$ cat config.mk
export PLATFORM = sky130hd
export DESIGN_NAME = alu_ctl_unit
export DESIGN_NICKNAME = d
export VERILOG_FILES = /design/src/rtl/alu_ctl_pkg.sv /design/src/rtl/alu_op_decoder.sv /design/src/rtl/alu_datapath.sv /design/src/rtl/zero_detect.sv /design/src/rtl/alu_ctl_unit.sv
export SDC_FILE = /design/constraint.sdc
export NUM_CORES = 1
export LEC_CHECK = 0
export BUFFER_PORTS_ARGS = -buffer_cell sky130_fd_sc_hd__clkbuf_2
export CORE_UTILIZATION = 30
export DETAILED_ROUTE_END_ITERATION = 12
export GPL_TIMING_DRIVEN = 0
export PLACE_DENSITY = 0.63
export SLEW_MARGIN = 40
export SYNTH_ARGS = -nofsm -noshare
export SYNTH_HDL_FRONTEND = slang
export SYNTH_SLANG_ARGS = --single-unit
$ cat constraint.sdc
create_clock -name vclk -period 5.7
set_input_delay 0.57 -clock vclk [all_inputs]
set_output_delay 0.57 -clock vclk [all_outputs]
set_load 0.02 [all_outputs]
$ cat src/rtl/alu_ctl_pkg.sv
package alu_ctl_pkg;
    localparam int OP_W    = 3;
    localparam int CLASS_W = 2;
    localparam int FUNCT_W = 6;

    typedef enum logic [OP_W-1:0] {
        OP_AND = 3'b000,
        OP_OR  = 3'b001,
        OP_ADD = 3'b010,
        OP_SUB = 3'b110,
        OP_SLT = 3'b111
    } alu_code_e;

    typedef enum logic [1:0] {
        SEL_AND = 2'b00,
        SEL_OR  = 2'b01,
        SEL_SUM = 2'b10,
        SEL_LT  = 2'b11
    } res_sel_e;
endpackage

$ cat src/rtl/alu_op_decoder.sv
module alu_op_decoder
    import alu_ctl_pkg::*;
(
    input  logic [CLASS_W-1:0] op_class,
    input  logic [3:0]         fn_lo,
    output logic [OP_W-1:0]    op_code
);
    logic invert_b, sel_hi, sel_lo;

    // two-level sum of products, unused funct codes are don't-cares
    assign invert_b = op_class[0] | (op_class[1] & fn_lo[1]);
    assign sel_lo   = (op_class[1] & fn_lo[0]) | (op_class[1] & fn_lo[3]);
    assign sel_hi   = ~op_class[1] | ~fn_lo[2];

    assign op_code = {invert_b, sel_hi, sel_lo};

    always_comb begin
        if (op_class == 2'b00)
            a_r1_class0_add: assert (op_code == OP_ADD) else $error("R1 decode");
        if (op_class == 2'b01)
            a_r2_class1_sub: assert (op_code == OP_SUB) else $error("R2 decode");
    end
endmodule

$ cat src/rtl/alu_datapath.sv
module alu_datapath
    import alu_ctl_pkg::*;
#(
    parameter int WIDTH = 32
) (
    input  logic [OP_W-1:0]  op_code,
    input  logic [WIDTH-1:0] opnd_a,
    input  logic [WIDTH-1:0] opnd_b,
    output logic [WIDTH-1:0] result
);
    localparam int MSB = WIDTH - 1;

    logic             inv;
    res_sel_e         sel;
    logic [WIDTH-1:0] b_eff;
    logic [WIDTH-1:0] sum;
    logic             less;

    assign inv   = op_code[2];
    assign sel   = res_sel_e'(op_code[1:0]);
    assign b_eff = inv ? ~opnd_b : opnd_b;
    assign sum   = opnd_a + b_eff + WIDTH'(inv);
    assign less  = sum[MSB];

    for (genvar i = 0; i < WIDTH; i++) begin : g_bit
        logic lt_bit;
        if (i == 0) begin : g_lsb
            assign lt_bit = less;
        end else begin : g_up
            assign lt_bit = 1'b0;
        end
        always_comb begin
            unique case (sel)
                SEL_AND: result[i] = opnd_a[i] & b_eff[i];
                SEL_OR:  result[i] = opnd_a[i] | b_eff[i];
                SEL_SUM: result[i] = sum[i];
                SEL_LT:  result[i] = lt_bit;
                default: result[i] = 1'b0;
            endcase
        end
    end

    always_comb begin
        if (op_code == OP_SLT)
            a_r9_slt_upper_clear: assert (result[MSB:1] == '0) else $error("R9 upper bits");
    end
endmodule

$ cat src/rtl/zero_detect.sv
module zero_detect #(
    parameter int WIDTH = 32
) (
    input  logic [WIDTH-1:0] value,
    output logic             is_zero
);
    assign is_zero = ~|value;
endmodule

$ cat src/rtl/alu_ctl_unit.sv
module alu_ctl_unit
    import alu_ctl_pkg::*;
#(
    parameter int WIDTH = 32
) (
    input  logic [CLASS_W-1:0] alu_op,
    input  logic [FUNCT_W-1:0] funct,
    input  logic [WIDTH-1:0]   opnd_a,
    input  logic [WIDTH-1:0]   opnd_b,
    output logic [OP_W-1:0]    op_code,
    output logic [WIDTH-1:0]   result,
    output logic               zero
);
    logic unused_fn_hi;
    assign unused_fn_hi = ^funct[FUNCT_W-1:4];

    alu_op_decoder u_dec (
        .op_class (alu_op),
        .fn_lo    (funct[3:0]),
        .op_code  (op_code)
    );

    alu_datapath #(.WIDTH(WIDTH)) u_path (
        .op_code (op_code),
        .opnd_a  (opnd_a),
        .opnd_b  (opnd_b),
        .result  (result)
    );

    zero_detect #(.WIDTH(WIDTH)) u_zero (
        .value   (result),
        .is_zero (zero)
    );

    always_comb begin
        if (op_code == OP_SUB && opnd_a == opnd_b)
            a_r10_equal_sub_zero: assert (zero) else $error("R10 equal operands");
        if (op_code == OP_AND)
            a_r6_and_subset: assert ((result & ~opnd_a) == '0) else $error("R6 and");
    end
endmodule

==> results.json, run 1 <==
{
  "status": "finished clean",
  "required_ns": 5.13,
  "hold_slack_ns": 1.676,
  "vias": 4566,
  "overflow": 0,
  "fin_cells": 865,
  "synth.area.top_cells": "ha_1, a21oi_1, xnor2_1",
  "worst_ep_arrival_time_ns": 4.86,
  "yosysTopAreaCell": "ha_1",
  "highest-signal-layer": "met4",
  "place_ws_ns": -0.4154,
  "dp.cells": 868,
  "final_util_pct": 37.12,
  "area_growth_pct": 20.17,
  "yosysWarnings": 0,
  "core_area_sq_um": 12670,
  "fin_ws_ns": 0.2731,
  "routed_wl_um": 14350,
  "n_sequential_cell": 0,
  "p_clk_share_pct": 0,
  "drt_iter0_markers": 298,
  "ios": 108,
  "fin_area_sq_um": 4703,
  "routedWlPerCell_um": 16.59,
  "hold_viol_final": 0,
  "wl_met3_um": 955,
  "die_area_sq_um": 13510,
  "final.clkbuf_count": 0,
  "p_leak_nw": 2.345,
  "first_pass_iters": 5,
  "vias_per_cell": 5.279,
  "period_needed_ns": 5.427,
  "synth.distinct_cells": 75,
  "p_seq_share_pct": 0,
  "finalMaxSlewViolations": 0,
  "total_power_mw": 0.7895,
  "grt_pass1_wl_um": 22400,
  "start_util_pct": 30.89,
  "synthesis.area_sq_um": 3914,
  "grt_util_all_layers_pct": 21.11,
  "max-vdd-ir-drop_mv": 0.06713,
  "share_comb_of_total_power_pct": 100.0,
  "powerDensity_nw_per_um2": 167.9,
  "die_y_um": 116.2,
  "placed_cell_area_sq_um": 4662,
  "endpoint_kind": "primary output",
  "hp-class": "input pin to primary output",
  "diodes": 0,
  "grt_pass1_vias": 4246,
  "timing.final.crit_share_pct": 95.21,
  "critical_path_class": "input pin to primary output",
  "netlist_instances": 590,
  "fmax_mhz": 184.3,
  "ant_nets": 0,
  "dr_wl_met2_um": 6287,
  "slew_headroom_pct": 49.92,
  "switching_share_pct": 62.28,
  "internal_power_mw": 0.2978,
  "drive_gt1_share_pct": 21.36,
  "route.detailed.drc": 0,
  "grt_max_degree": 11,
  "drv_cap": 0,
  "row_count": 41,
  "critPathCapture": "zero",
  "chipWidth_um": 116.2,
  "rsz0062_at_grt": "no",
  "start_kind": "input pin",
  "met1_length_um": 6881,
  "syn-num-nets": 725,
  "fin_nets": 830,
  "cts_setup_buffers": 0,
  "crit_fanout": 10,
  "antenna_found_initial": 0,
  "switching_power_mw": 0.4917,
  "regArea_sq_um": 0,
  "setup_violations": 0,
  "synth_top_area_share_pct": 19.82,
  "critPathLaunch": "alu_op[1]",
  "finalSetupTns_ns": 0,
  "routabilityCongestion": 0.9773,
  "dpl.hpwl_um": 11710,
  "place.port_buffers": 106,
  "avgSynthCellArea_sq_um": 6.633,
  "max_slew.worst_pin.slew_ns": 0.7448,
  "yosysSeqAreaShare_pct": 0
}
==> what timing repair did <==
action                     CTS  global route
hold buffers                 0             0
resized for setup            6             9
setup endpoints to repair    1             1
==> logic make-up after synthesis <==
family	count (synthesis)	share of synthesized area, %
XOR/XNOR	46	10.29
AND/OR/NAND/NOR	177	22.06
adder cells (fa/ha/maj)	63	20.33
AO/OA/AOI/OAI	199	33.76
buffers and inverters	101	12.47
multiplexers	4	1.087
==> cell type report <==
type	count	area, sq um
Fill cell	1418	7968
Multi-Input combinational cell	489	3462
Timing Repair Buffer	106	530.5
Inverter	72	270.3
Buffer	26	225.2
Tap cell	172	215.2
==> per-layer routing <==
layer | global-route usage, % | vias up
met3 | 2.231 | 17
met2 | 34.36 | 175
li1 | - | 2286
met1 | 30.07 | 2088
met4 | 3.761 | 0
met5 | 0 | -
==> worst max-delay path, cell delays in order <==
cell and delay [ns]:
clkbuf_2 0.10, clkbuf_8 0.17, a21oi_4 0.24, buf_6 0.22
xnor2_1 0.17, inv_1 0.07, ha_1 0.28, buf_6 0.14
a211o_2 0.32, a2111oi_4 0.36, nor3_2 0.13, o32ai_2 0.37
nor2_1 0.09, xor2_1 0.18, a2111oi_2 0.45, nand4_1 0.25
nor4_1 0.30, and4_1 0.26, clkbuf_2 0.18
==> cells in the final DEF (no fill, tap or decap), types with 4 or more instances in the layout <==
master,netlist,final
nand3_1,7,7
o22ai_1,13,13
xnor2_1,38,38
clkbuf_1,15,9
clkbuf_2,0,106
nand4_1,5,5
a21o_1,10,10
a31oi_1,6,6
nor4_1,6,5
nor2b_1,8,8
nand2b_1,4,4
inv_1,71,71
buf_4,3,4
a211oi_1,6,6
nand2_1,58,58
clkbuf_8,9,9
ha_1,62,62
a21oi_1,68,67
xor2_1,8,8
o21ai_0,27,27
o32ai_1,5,5
nor2_1,51,50
o211ai_1,5,5
o21a_1,10,10
nor3_1,8,8
and2_1,5,5
a211o_1,4,4
or2_2,4,4
o21bai_1,5,5
==> cells in the mapped netlist (all sizes together) (6+ instances only) <==
library cell / number
a211oi: 6
a21o: 11
a21oi: 68
a31oi: 6
clkbuf: 24
ha: 62
inv: 71
nand2: 58
nand3: 7
nor2: 51
nor2b: 8
nor3: 10
nor4: 7
o21a: 10
o21ai: 31
o22ai: 14
o32ai: 6
xnor2: 38
xor2: 8
==> worst min path at each step <==
stage,slack (ns),start,cells after the start,end
2_1_floorplan,1.36,funct[2],3,result[0]
3_3_place_gp,1.66,funct[0],4,result[31]
3_5_place_dp,1.66,funct[0],4,result[31]
4_1_cts,1.67,alu_op[0],5,op_code[2]
5_1_grt,1.70,alu_op[1],4,result[12]
6_report,1.68,alu_op[0],5,op_code[2]
==> power by group through the flow <==
stage / sequential, mW / combinational [mW] / clock [mW]
floorplan: 0 / 0.546 / 0
global placement: 0 / 0.769 / 0
detailed placement: 0 / 0.772 / 0
CTS: 0 / 0.778 / 0
global route: 0 / 0.868 / 0
finish: 0 / 0.790 / 0
No activity file was read; power rests on OpenSTA's default activity.
==> run 2: changes to the inputs <==
--- a/config.mk
+++ b/config.mk
@@ -10,6 +10,7 @@
 export DETAILED_ROUTE_END_ITERATION = 12
 export GPL_TIMING_DRIVEN = 0
 export PLACE_DENSITY = 0.63
+export SETUP_SLACK_MARGIN = 0.02
 export SLEW_MARGIN = 40
 export SYNTH_ARGS = -nofsm -noshare
 export SYNTH_HDL_FRONTEND = slang
==> constraint.sdc (replaced) <==
create_clock -name vclk -period 5.7
set_input_delay 0.285 -clock vclk [all_inputs]
set_output_delay 0.285 -clock vclk [all_outputs]
set_load 0.02 [all_outputs]
==> results.json, run 2 (synthesis results as in run 1) <==
{
  "fin_cells": 868,
  "route.detailed.drc": 0,
  "drt_iter0_markers": 304,
  "finalSetupTns_ns": 0,
  "ant_nets": 0,
  "required_ns": 5.41,
  "final.clkbuf_count": 0,
  "routabilityCongestion": 0.9773,
  "dpl.hpwl_um": 11710,
  "busiest_layer": "met2",
  "ios": 108,
  "final_common_cell": "clkbuf_2",
  "cp_common_cell": "clkbuf_2",
  "total_power_mw": 0.7856,
  "grt_use_met2_pct": 34.28,
  "grt_util_all_layers_pct": 21.07,
  "place.port_buffers": 106,
  "p_leak_nw": 2.340,
  "vias": 4614,
  "finalMaxSlewViolations": 0,
  "core_area_sq_um": 12670,
  "crit_fanout": 10,
  "period_needed_ns": 5.363,
  "placed_cell_area_sq_um": 4662,
  "fillers": 1423,
  "n_sequential_cell": 0,
  "row_count": 41,
  "grt_pass1_wl_um": 22400,
  "hold_viol_final": 0,
  "start_util_pct": 30.89,
  "min-delay-start": "funct[0]",
  "grt_pass1_vias": 4246,
  "dp.cells": 868,
  "fin_nets": 833,
  "drive_gt1_share_pct": 20.83,
  "drv_cap": 0,
  "worst_ep_arrival_time_ns": 5.08,
  "layout_common_cells": "clkbuf_2, inv_1, a21oi_1, ha_1, nand2_1",
  "status": "finished clean",
  "powerDensity_nw_per_um2": 168.2,
  "multi_input_area_sq_um": 3435,
  "vias_per_cell": 5.316,
  "setup_violations": 0,
  "cts_hold_buf": 0,
  "cp_slowest_stage_delay_ns": 0.46,
  "endpoint_kind": "primary output",
  "path_cells": "clkbuf_2 > clkbuf_8 > a21oi_1 > clkbuf_2 > xnor2_1 > inv_1 > ha_1 > clkbuf_1 > nand4_1 > nor3_1 > a21boi_1 > nor4_1 > nor4_2 > o2111ai_1 > nor4_2 > nand4_1 > nor4_1 > and4_1 > clkbuf_2",
  "first_pass_iters": 5,
  "grtUsageMet3_pct": 2.180,
  "die_area_sq_um": 13510,
  "hp-class": "input pin to primary output",
  "grt_max_degree": 11,
  "routed_wl_um": 14450,
  "overflow": 0,
  "rsz0062_at_grt": "no",
  "critPathLaunch": "alu_op[1]",
  "routedWlPerCell_um": 16.64,
  "die_y_um": 116.2,
  "fin_area_sq_um": 4672,
  "regArea_sq_um": 0,
  "start_kind": "input pin",
  "max_slew.worst_pin.slew_ns": 0.7084,
  "chipWidth_um": 116.2,
  "max-vdd-ir-drop_mv": 0.06713,
  "slew_headroom_pct": 52.37,
  "area_growth_pct": 19.37,
  "critical_path_class": "input pin to primary output",
  "diodes": 0,
  "antenna_found_initial": 0,
  "grt_use_met1_pct": 30.13,
  "fmax_mhz": 186.5,
  "crit_path_top_delay_cell": "clkbuf_2",
  "timing.final.crit_share_pct": 94.08
}
[run 2: report_power, final]
group | total, mW | internal (mW) | switching [mW]
combinational | 0.786 | 0.294 | 0.492
sequential | 0 | 0 | 0
clock | 0 | 0 | 0
total | 0.786 | 0.294 | 0.492
[run 2: worst max-delay path: cells and delay by family]
kind	cells	cell delay, ns
XOR/XNOR	1	0.20
AO/OA/AOI/OAI	3	1.04
AND/OR/NAND/NOR	8	1.98
buffers and inverters	6	1.30
adder cells (fa/ha/maj)	1	0.27
[run 2: final cells by class]
class | count | share of cell area (%)
inverters | 72 | 5.785
plain buffers | 29 | 4.740
well taps | 172 | 4.606
multi-input cells | 489 | 73.51
repair buffers | 106 | 11.36
[run 2: metrics by stage]
step	utilization (%)	setup WS (ns)	hold slack, ns
2_1_floorplan	-	1.259	0.7922
6_report	36.87	0.3373	1.113
3_3_place_gp	36.77	-0.1085	1.091
3_5_place_dp	36.79	0.1546	1.094
5_1_grt	36.87	0.03656	1.119
4_1_cts	36.79	0.1296	1.100
[run 2: worst paths after layout]
| check | to | slack (ns) | cells past startpoint |
|---|---|---|---|
| worst min-delay path | result[31] | 1.11 | 4 |
| worst max-delay path | zero | 0.34 | 19 |
[run 2: routing by layer]
metal / share of wire (%) / routed length [um]
met5: 0 / 0
met4: 1.8 / 265
met3: 7.0 / 1017
met2: 43 / 6257
met1: 48 / 6906
[run 2: timing repair]
item                       in CTS  in global routing
resized for setup               0                  1
setup endpoints to repair       0                  1
hold endpoints to repair        0                  0
setup buffers                   0                  0
